`src/rtl/rcg_pkg.sv`:
```
package rcg_pkg;

   typedef enum logic [2:0] {
      ST_IDLE  = 3'd0,
      ST_PRE   = 3'd1,
      ST_FRAME = 3'd2,
      ST_HOLD  = 3'd3,
      ST_TAIL  = 3'd4,
      ST_STOP  = 3'd5
   } rcg_state_t;

endpackage

```
`src/rtl/rcg_len_check.sv`:
```
module rcg_len_check #(
   parameter int LEN_W     = 12,
   parameter int WORD_BITS = 16
) (
   input  logic [LEN_W-1:0] frame_bits,
   input  logic             sync_mode,
   output logic             len_bad
);

   localparam bit POW2 = ((WORD_BITS & (WORD_BITS - 1)) == 0);

   logic misalign;

   generate
      if (POW2) begin : g_mask
         localparam logic [LEN_W-1:0] LOW_MASK = LEN_W'(WORD_BITS - 1);
         assign misalign = |(frame_bits & LOW_MASK);
      end else begin : g_mod
         assign misalign = (frame_bits % LEN_W'(WORD_BITS)) != '0;
      end
   endgenerate

   // zero-length frames are never valid; word alignment only matters with sync markers
   assign len_bad = (frame_bits == '0) || (sync_mode && misalign);

endmodule

```
`src/rtl/rcg_counter.sv`:
```
module rcg_counter #(
   parameter int W = 8
) (
   input  logic         clk,
   input  logic         rst_n,
   input  logic         load,
   input  logic [W-1:0] load_val,
   input  logic         step,
   output logic         at_zero
);

   logic [W-1:0] cnt_q;

   generate
      if (W < 1) begin : g_bad_w
         $error("rcg_counter: W must be at least 1");
      end
   endgenerate

   always_ff @(posedge clk or negedge rst_n) begin
      if (!rst_n)      cnt_q <= '0;
      else if (load)   cnt_q <= load_val;
      else if (step)   cnt_q <= cnt_q - W'(1);
   end

   assign at_zero = (cnt_q == '0);

   // the phase count never wraps below zero
   p_no_underflow_r3: assert property (@(posedge clk) disable iff (!rst_n)
      (step && !load) |-> !at_zero);

endmodule

```
`src/rtl/rcg_phase_fsm.sv`:
```
module rcg_phase_fsm
   import rcg_pkg::*;
#(
   parameter int LEN_W      = 12,
   parameter int HOLD_CLKS  = 6,
   parameter int NRM_TAIL   = 3,
   parameter int NRM_STOP   = 1,
   parameter int SYNC_TAIL  = 9,
   parameter int HUNT_FIRST = 9,
   parameter int HUNT_LAST  = 16,
   parameter int HUNT_GUARD = 3
) (
   input  logic             clk,
   input  logic             rst_n,
   input  logic             tick,
   input  logic             start_req,
   input  logic             len_bad,
   input  logic [LEN_W-1:0] frame_bits,
   input  logic             sync_mode,
   output logic             clk_en,
   output logic             cd,
   output logic             hunt,
   output logic             busy,
   output logic             len_err
);

   localparam int SYNC_STOP = HUNT_LAST - SYNC_TAIL + HUNT_GUARD;
   localparam int NRM_POST  = HOLD_CLKS + NRM_TAIL + NRM_STOP;
   localparam int SYN_POST  = SYNC_TAIL + SYNC_STOP;
   localparam int PMAX      = (NRM_POST > SYN_POST) ? NRM_POST : SYN_POST;
   localparam int PW        = $clog2(PMAX + 2);
   localparam int TM1       = (HOLD_CLKS > NRM_TAIL) ? HOLD_CLKS : NRM_TAIL;
   localparam int TM2       = (SYNC_TAIL > SYNC_STOP) ? SYNC_TAIL : SYNC_STOP;
   localparam int TM3       = (TM1 > TM2) ? TM1 : TM2;
   localparam int TMAX      = (TM3 > NRM_STOP) ? TM3 : NRM_STOP;
   localparam int TW        = $clog2(TMAX + 1);
   localparam int CW        = (LEN_W > TW) ? LEN_W : TW;

   rcg_state_t       st_q, st_d;
   logic             mode_q;
   logic [LEN_W-1:0] len_q;
   logic [PW-1:0]    post_q, post_d;
   logic             ph_load, ph_step, ph_zero;
   logic [CW-1:0]    ph_val;
   logic             accept;
   logic             en_d, cd_d, hunt_d;
   logic             en_q, cd_q, hunt_q, err_q;

   rcg_counter #(.W(CW)) u_phase (
      .clk      (clk),
      .rst_n    (rst_n),
      .load     (ph_load),
      .load_val (ph_val),
      .step     (ph_step),
      .at_zero  (ph_zero)
   );

   assign accept = tick && (st_q == ST_IDLE) && start_req && !len_bad;

   always_comb begin
      st_d    = st_q;
      post_d  = post_q;
      ph_load = 1'b0;
      ph_step = 1'b0;
      ph_val  = '0;
      if (tick) begin
         unique case (st_q)
            ST_IDLE: begin
               if (start_req && !len_bad) begin
                  st_d    = ST_PRE;
                  ph_load = 1'b1;
               end
            end
            ST_PRE: begin
               st_d    = ST_FRAME;
               ph_load = 1'b1;
               ph_val  = CW'(len_q) - CW'(1);
            end
            ST_FRAME: begin
               if (ph_zero) begin
                  post_d  = PW'(1);
                  ph_load = 1'b1;
                  if (mode_q) begin
                     st_d   = ST_TAIL;
                     ph_val = CW'(SYNC_TAIL - 1);
                  end else begin
                     st_d   = ST_HOLD;
                     ph_val = CW'(HOLD_CLKS - 1);
                  end
               end else begin
                  ph_step = 1'b1;
               end
            end
            ST_HOLD: begin
               post_d = post_q + PW'(1);
               if (ph_zero) begin
                  st_d    = ST_TAIL;
                  ph_load = 1'b1;
                  ph_val  = CW'(NRM_TAIL - 1);
               end else begin
                  ph_step = 1'b1;
               end
            end
            ST_TAIL: begin
               post_d = post_q + PW'(1);
               if (ph_zero) begin
                  st_d    = ST_STOP;
                  ph_load = 1'b1;
                  ph_val  = mode_q ? CW'(SYNC_STOP - 1) : CW'(NRM_STOP - 1);
               end else begin
                  ph_step = 1'b1;
               end
            end
            ST_STOP: begin
               if (ph_zero) begin
                  st_d = ST_IDLE;
               end else begin
                  post_d  = post_q + PW'(1);
                  ph_step = 1'b1;
               end
            end
            default: st_d = ST_IDLE;
         endcase
      end
   end

   // decode of the period that the current tick opens
   always_comb begin
      en_d   = (st_d == ST_PRE) || (st_d == ST_FRAME) ||
               (st_d == ST_HOLD) || (st_d == ST_TAIL);
      cd_d   = (st_d == ST_PRE) ||
               (!mode_q && ((st_d == ST_FRAME) || (st_d == ST_HOLD)));
      hunt_d = mode_q && ((st_d == ST_TAIL) || (st_d == ST_STOP)) &&
               (post_d >= PW'(HUNT_FIRST)) && (post_d <= PW'(HUNT_LAST));
   end

   always_ff @(posedge clk or negedge rst_n) begin
      if (!rst_n) begin
         st_q   <= ST_IDLE;
         post_q <= '0;
         mode_q <= 1'b0;
         len_q  <= '0;
         en_q   <= 1'b0;
         cd_q   <= 1'b0;
         hunt_q <= 1'b0;
         err_q  <= 1'b0;
      end else begin
         st_q   <= st_d;
         post_q <= post_d;
         err_q  <= tick && (st_q == ST_IDLE) && start_req && len_bad;
         if (accept) begin
            mode_q <= sync_mode;
            len_q  <= frame_bits;
         end
         if (tick) begin
            en_q   <= en_d;
            cd_q   <= cd_d;
            hunt_q <= hunt_d;
         end
      end
   end

   assign clk_en  = en_q;
   assign cd      = cd_q;
   assign hunt    = hunt_q;
   assign busy    = (st_q != ST_IDLE);
   assign len_err = err_q;

   // gating outputs hold still between serial periods
   p_tick_only_r10: assert property (@(posedge clk) disable iff (!rst_n)
      !tick |=> ($stable(en_q) && $stable(cd_q) && $stable(hunt_q)));

   // carrier-detect is never driven without a running clock
   p_cd_with_clk_r3: assert property (@(posedge clk) disable iff (!rst_n)
      cd_q |-> en_q);

   // in level mode the clock keeps running after carrier-detect drops
   p_cd_release_r5: assert property (@(posedge clk) disable iff (!rst_n)
      ($fell(cd_q) && !mode_q) |-> en_q);

   // hunt strobe only in sync mode and never alongside carrier-detect
   p_hunt_sync_r7: assert property (@(posedge clk) disable iff (!rst_n)
      hunt_q |-> (mode_q && !cd_q && busy));

   // a refusal leaves the sequencer idle
   p_reject_idle_r8: assert property (@(posedge clk) disable iff (!rst_n)
      err_q |-> (st_q == ST_IDLE));

   // the latched mode is untouched while a sequence runs
   p_mode_held_r9: assert property (@(posedge clk) disable iff (!rst_n)
      (st_q != ST_IDLE) |=> $stable(mode_q));

endmodule

```
`src/rtl/rx_clkgate_seq.sv`:
```
module rx_clkgate_seq #(
   parameter int LEN_W      = 12,
   parameter int WORD_BITS  = 16,
   parameter int HOLD_CLKS  = 6,
   parameter int NRM_TAIL   = 3,
   parameter int NRM_STOP   = 1,
   parameter int SYNC_TAIL  = 9,
   parameter int HUNT_FIRST = 9,
   parameter int HUNT_LAST  = 16,
   parameter int HUNT_GUARD = 3
) (
   input  logic             clk,
   input  logic             rst_n,
   input  logic             bit_tick,
   input  logic             start_req,
   input  logic [LEN_W-1:0] frame_bits,
   input  logic             sync_mode,
   output logic             rx_clk_en,
   output logic             carrier_det,
   output logic             hunt_win,
   output logic             busy,
   output logic             len_err
);

   generate
      if (LEN_W < 2 || LEN_W > 30) begin : g_bad_len_w
         $error("rx_clkgate_seq: LEN_W out of range");
      end
      if (WORD_BITS < 1 || WORD_BITS >= (1 << LEN_W)) begin : g_bad_word
         $error("rx_clkgate_seq: WORD_BITS must fit below 2**LEN_W");
      end
      if (HOLD_CLKS < 1 || NRM_TAIL < 1 || NRM_STOP < 1 || SYNC_TAIL < 1) begin : g_bad_tail
         $error("rx_clkgate_seq: trailing counts must be at least 1");
      end
      if (HUNT_FIRST < 1 || HUNT_FIRST > HUNT_LAST || HUNT_LAST < SYNC_TAIL) begin : g_bad_hunt
         $error("rx_clkgate_seq: hunt window must sit inside the post-frame span");
      end
      if (HUNT_GUARD < 1) begin : g_bad_guard
         $error("rx_clkgate_seq: HUNT_GUARD must be at least 1");
      end
   endgenerate

   logic len_bad;

   rcg_len_check #(
      .LEN_W     (LEN_W),
      .WORD_BITS (WORD_BITS)
   ) u_len (
      .frame_bits (frame_bits),
      .sync_mode  (sync_mode),
      .len_bad    (len_bad)
   );

   rcg_phase_fsm #(
      .LEN_W      (LEN_W),
      .HOLD_CLKS  (HOLD_CLKS),
      .NRM_TAIL   (NRM_TAIL),
      .NRM_STOP   (NRM_STOP),
      .SYNC_TAIL  (SYNC_TAIL),
      .HUNT_FIRST (HUNT_FIRST),
      .HUNT_LAST  (HUNT_LAST),
      .HUNT_GUARD (HUNT_GUARD)
   ) u_fsm (
      .clk        (clk),
      .rst_n      (rst_n),
      .tick       (bit_tick),
      .start_req  (start_req),
      .len_bad    (len_bad),
      .frame_bits (frame_bits),
      .sync_mode  (sync_mode),
      .clk_en     (rx_clk_en),
      .cd         (carrier_det),
      .hunt       (hunt_win),
      .busy       (busy),
      .len_err    (len_err)
   );

endmodule

```
`config.mk`:
```
export PLATFORM = sky130hd
export DESIGN_NAME = rx_clkgate_seq
export DESIGN_NICKNAME = d
export VERILOG_FILES = /design/src/rtl/rcg_pkg.sv /design/src/rtl/rcg_len_check.sv /design/src/rtl/rcg_counter.sv /design/src/rtl/rcg_phase_fsm.sv /design/src/rtl/rx_clkgate_seq.sv
export SDC_FILE = /design/constraint.sdc
export NUM_CORES = 1
export LEC_CHECK = 0
export BUFFER_PORTS_ARGS = -buffer_cell sky130_fd_sc_hd__buf_2
export CORE_ASPECT_RATIO = 1.5
export CORE_MARGIN = 1
export CORE_UTILIZATION = 54
export DETAILED_ROUTE_END_ITERATION = 6
export GPL_TIMING_DRIVEN = 1
export PLACE_DENSITY = 0.76
export SLEW_MARGIN = 10
export SYNTH_ARGS = -nofsm -noshare
export SYNTH_HDL_FRONTEND = slang
export SYNTH_HIERARCHICAL = 1
export SYNTH_SLANG_ARGS = --single-unit
```
`constraint.sdc`:
```
create_clock -name clk -period 2.89 [get_ports clk]
set_input_delay 0.1445 -clock clk [delete_from_list [all_inputs] [get_ports clk]]
set_output_delay 0.1445 -clock clk [all_outputs]
set_load 0.02 [all_outputs]
```
==> run metrics <==
max frequency=359 MHz; clock-pin slew on the worst setup and hold paths=around 0.070 ns; first-pass GRT wire length=between 8000 and 9000 um; Tot GR Track Use=23.7%; clock skew=0.00670 ns; Final ANT Viol Nets=0; Nets=between 300 and 400; Main synth FF type=dfrtp_1; Post-Route Utilization=66.8%; Buffers on Ports=21; diode count=0; Post-Syn Area=2470 um2; Clock Path Buffers=2; sequential share of the synthesized area=37.4%; Syn Area/Cell=about 8.8 um2; clock root buffer=clkbuf_8; commonest non-fill, non-tap cells in the layout=37 x dfrtp_1, 29 x nand2_1, 27 x nor2_1; CTS sink cnt=37; die height=84.9 um; Hold/Removal Path Class=in2reg; clk_lat worst skew=0.29 ns; die width=between 50 and 60 um; wire per inst=roughly 15 um; number of global-route vias before repair=2113; Final Hold Fails=0; # DRC=0; Worst EP arrival=2.99 ns; DRT iter0 DRCs=65; worst slew pin tran=0.819 ns; core box area=4320 um2; Yosys warnings=6; # rows=29; Pre-antenna DRT Iters=4; number of synthesized flops with an enable pin=0; Synth cell types=56; H-tree depth=2; CTS tree=yes; routed vias/inst=6.07; CP Capture Type=flip-flop; worst vdd ir=~720 uV; final setup fails=0; crit start category=flip-flop; reg2reg start=u_fsm/u_phase/cnt_q[5]; Syn Nets=304; Slew HR=45.4%; PD cells=1030 nW/um2; part of the cycle the worst path needs=a little over nine tenths; # fillers=357; outcome=finished, final reports clean; share of cells above drive strength 1=approximately 22%; Setup CP Type=reg2reg; initial core utilization=57.3%; crit path max fanout=4; Synth async-reset ratio=100%; area grow syn2layout=16.5%; GR Overflow Total=0; DP Wirelength=4110 um; Post-Syn Instances=282; Req. time, crit path=3.10 ns; CTS buffer count=5; most common cell after layout, fill and taps aside=dfrtp_1; DRT Wirelength=5480 um; hold_sp=frame_bits[8]; io pins=22; largest net degree at the start of global routing=38; total leakage power=1.25 nW; Slew Limit Fails=0; Critical Path Start=u_fsm/u_phase/cnt_q[5]; RePlAce Congestion=0.837; DIE AREA=4860 um2; vias=2208; initial antenna violation count=0; post-layout minimum cycle time=roughly 2.8 ns; Synth Register Bits=37; count of max-cap constraint violations=0; Hold Worst Slack=~0.073 ns
-- critical path, stage by stage (launching register included) --
cell      delay (ns)
dfrtp_1         0.42
or4_4           0.55
nor4_4          0.32
inv_2           0.06
ha_1            0.30
nand2_1         0.07
a22oi_2         0.16
o21ai_1         0.10
a221o_1         0.34
or2_1           0.24
o221ai_2        0.15
-- synthesized netlist by cell type, drive strengths merged (3+ instances only) --
| cell | number | area, um2 |
|---|---|---|
| a21oi | 13 | 65.1 |
| a221o | 3 | 30.0 |
| a22oi | 5 | 51.3 |
| a31oi | 8 | 50.1 |
| and2 | 3 | 18.8 |
| buf | 8 | 45.0 |
| clkbuf | 7 | 26.3 |
| dfrtp | 37 | 926 |
| ha | 5 | 62.6 |
| inv | 12 | 45.0 |
| mux2 | 13 | 146 |
| nand2 | 29 | 109 |
| nand2b | 6 | 37.5 |
| nand3 | 7 | 35.0 |
| nor2 | 27 | 101 |
| nor2b | 6 | 37.5 |
| nor4 | 7 | 43.8 |
| o21ai | 15 | 75.1 |
| o31ai | 5 | 37.5 |
| or2 | 5 | 31.3 |
| or3 | 8 | 53.8 |
| or3b | 3 | 26.3 |
| or4 | 7 | 53.8 |
| xnor2 | 5 | 43.8 |
| xor2 | 5 | 43.8 |
-- layout make-up --
class	instances	area (um2)	area share, %
sequential	37	926	32.1
clock buffer	7	86.3	2.99
inverter	12	45.0	1.56
clock inverter	1	30.0	1.04
timing repair buffer	43	273	9.46
tap	46	57.6	2.00
multi-input combinational	218	1470	50.8
-- cell families (layout without fill, tap and decap cells) --
logic type,after synthesis,after routing,share of synthesized area (%)
DFF,37,37,37.4
AOI/OAI and AO/OA,67,67,19.0
adders and majority gates,5,5,2.53
and+or+nand+nor,123,123,26.9
xor gates and xnor gates,10,10,3.54
muxes,13,13,5.92
buffers and inverters,27,63,4.70
-- sequential cells by signal, summed over array words and instances (netlist names) --
register,cells
u_fsm/hunt,1
u_fsm/len_err,1
u_fsm/mode_q,1
u_fsm/len_q,12
u_fsm/u_phase/cnt_q,12
u_fsm/st_q,3
u_fsm/cd,1
u_fsm/clk_en,1
u_fsm/post_q,5
-- power breakdown --
group          leakage (nW)  switching (mW)  internal [mW]
Combinational         0.738           0.775          0.714
Clock                0.0585           0.175          0.281
Sequential            0.453           0.257          0.762
Total                  1.25            1.21           1.76
-- routing by layer --
metal	vias up	GRT usage (%)	part of all wire [%]
li1	1102	-	-
met1	1054	25.5	42
met2	39	44.2	53
met3	13	3.66	2.2
met4	0	10.9	2.6
met5	-	0	0
-- through the flow --
step	power, mW	setup slack (ns)	instance area, um2	setup TNS [ns]	std cells
2_1_floorplan	2.06	0.0208	2490	0	282
3_3_place_gp	2.42	0.0683	2730	0	354
3_5_place_dp	2.46	0.0391	2730	0	354
4_1_cts	2.93	0.00127	2850	0	363
5_1_grt	3.19	-0.0434	2880	-0.0434	364
6_report	2.96	0.108	2880	0	364
-- worst paths after layout --
path	to	slack [ns]	depth (start not counted)
worst max register to register	u_fsm/hunt	0.11	10
worst min-delay path	u_fsm/len_q[8]	0.07	2
worst max-delay path	u_fsm/hunt	0.11	10
worst min register to register	u_fsm/cd	0.52	2
min in group asynchronous	u_fsm/u_phase/cnt_q[5]	0.48	2
max in group asynchronous	u_fsm/len_q[3]	1.89	2
-- what timing repair did --
item                       4_1_cts  5_1_grt
gates resized for setup          0        4
hold endpoints to repair        37        0
setup buffers                    0        1
setup endpoints to repair        0        4
hold buffers                     1        0
Note: power is estimated with default switching activity, not from simulation.
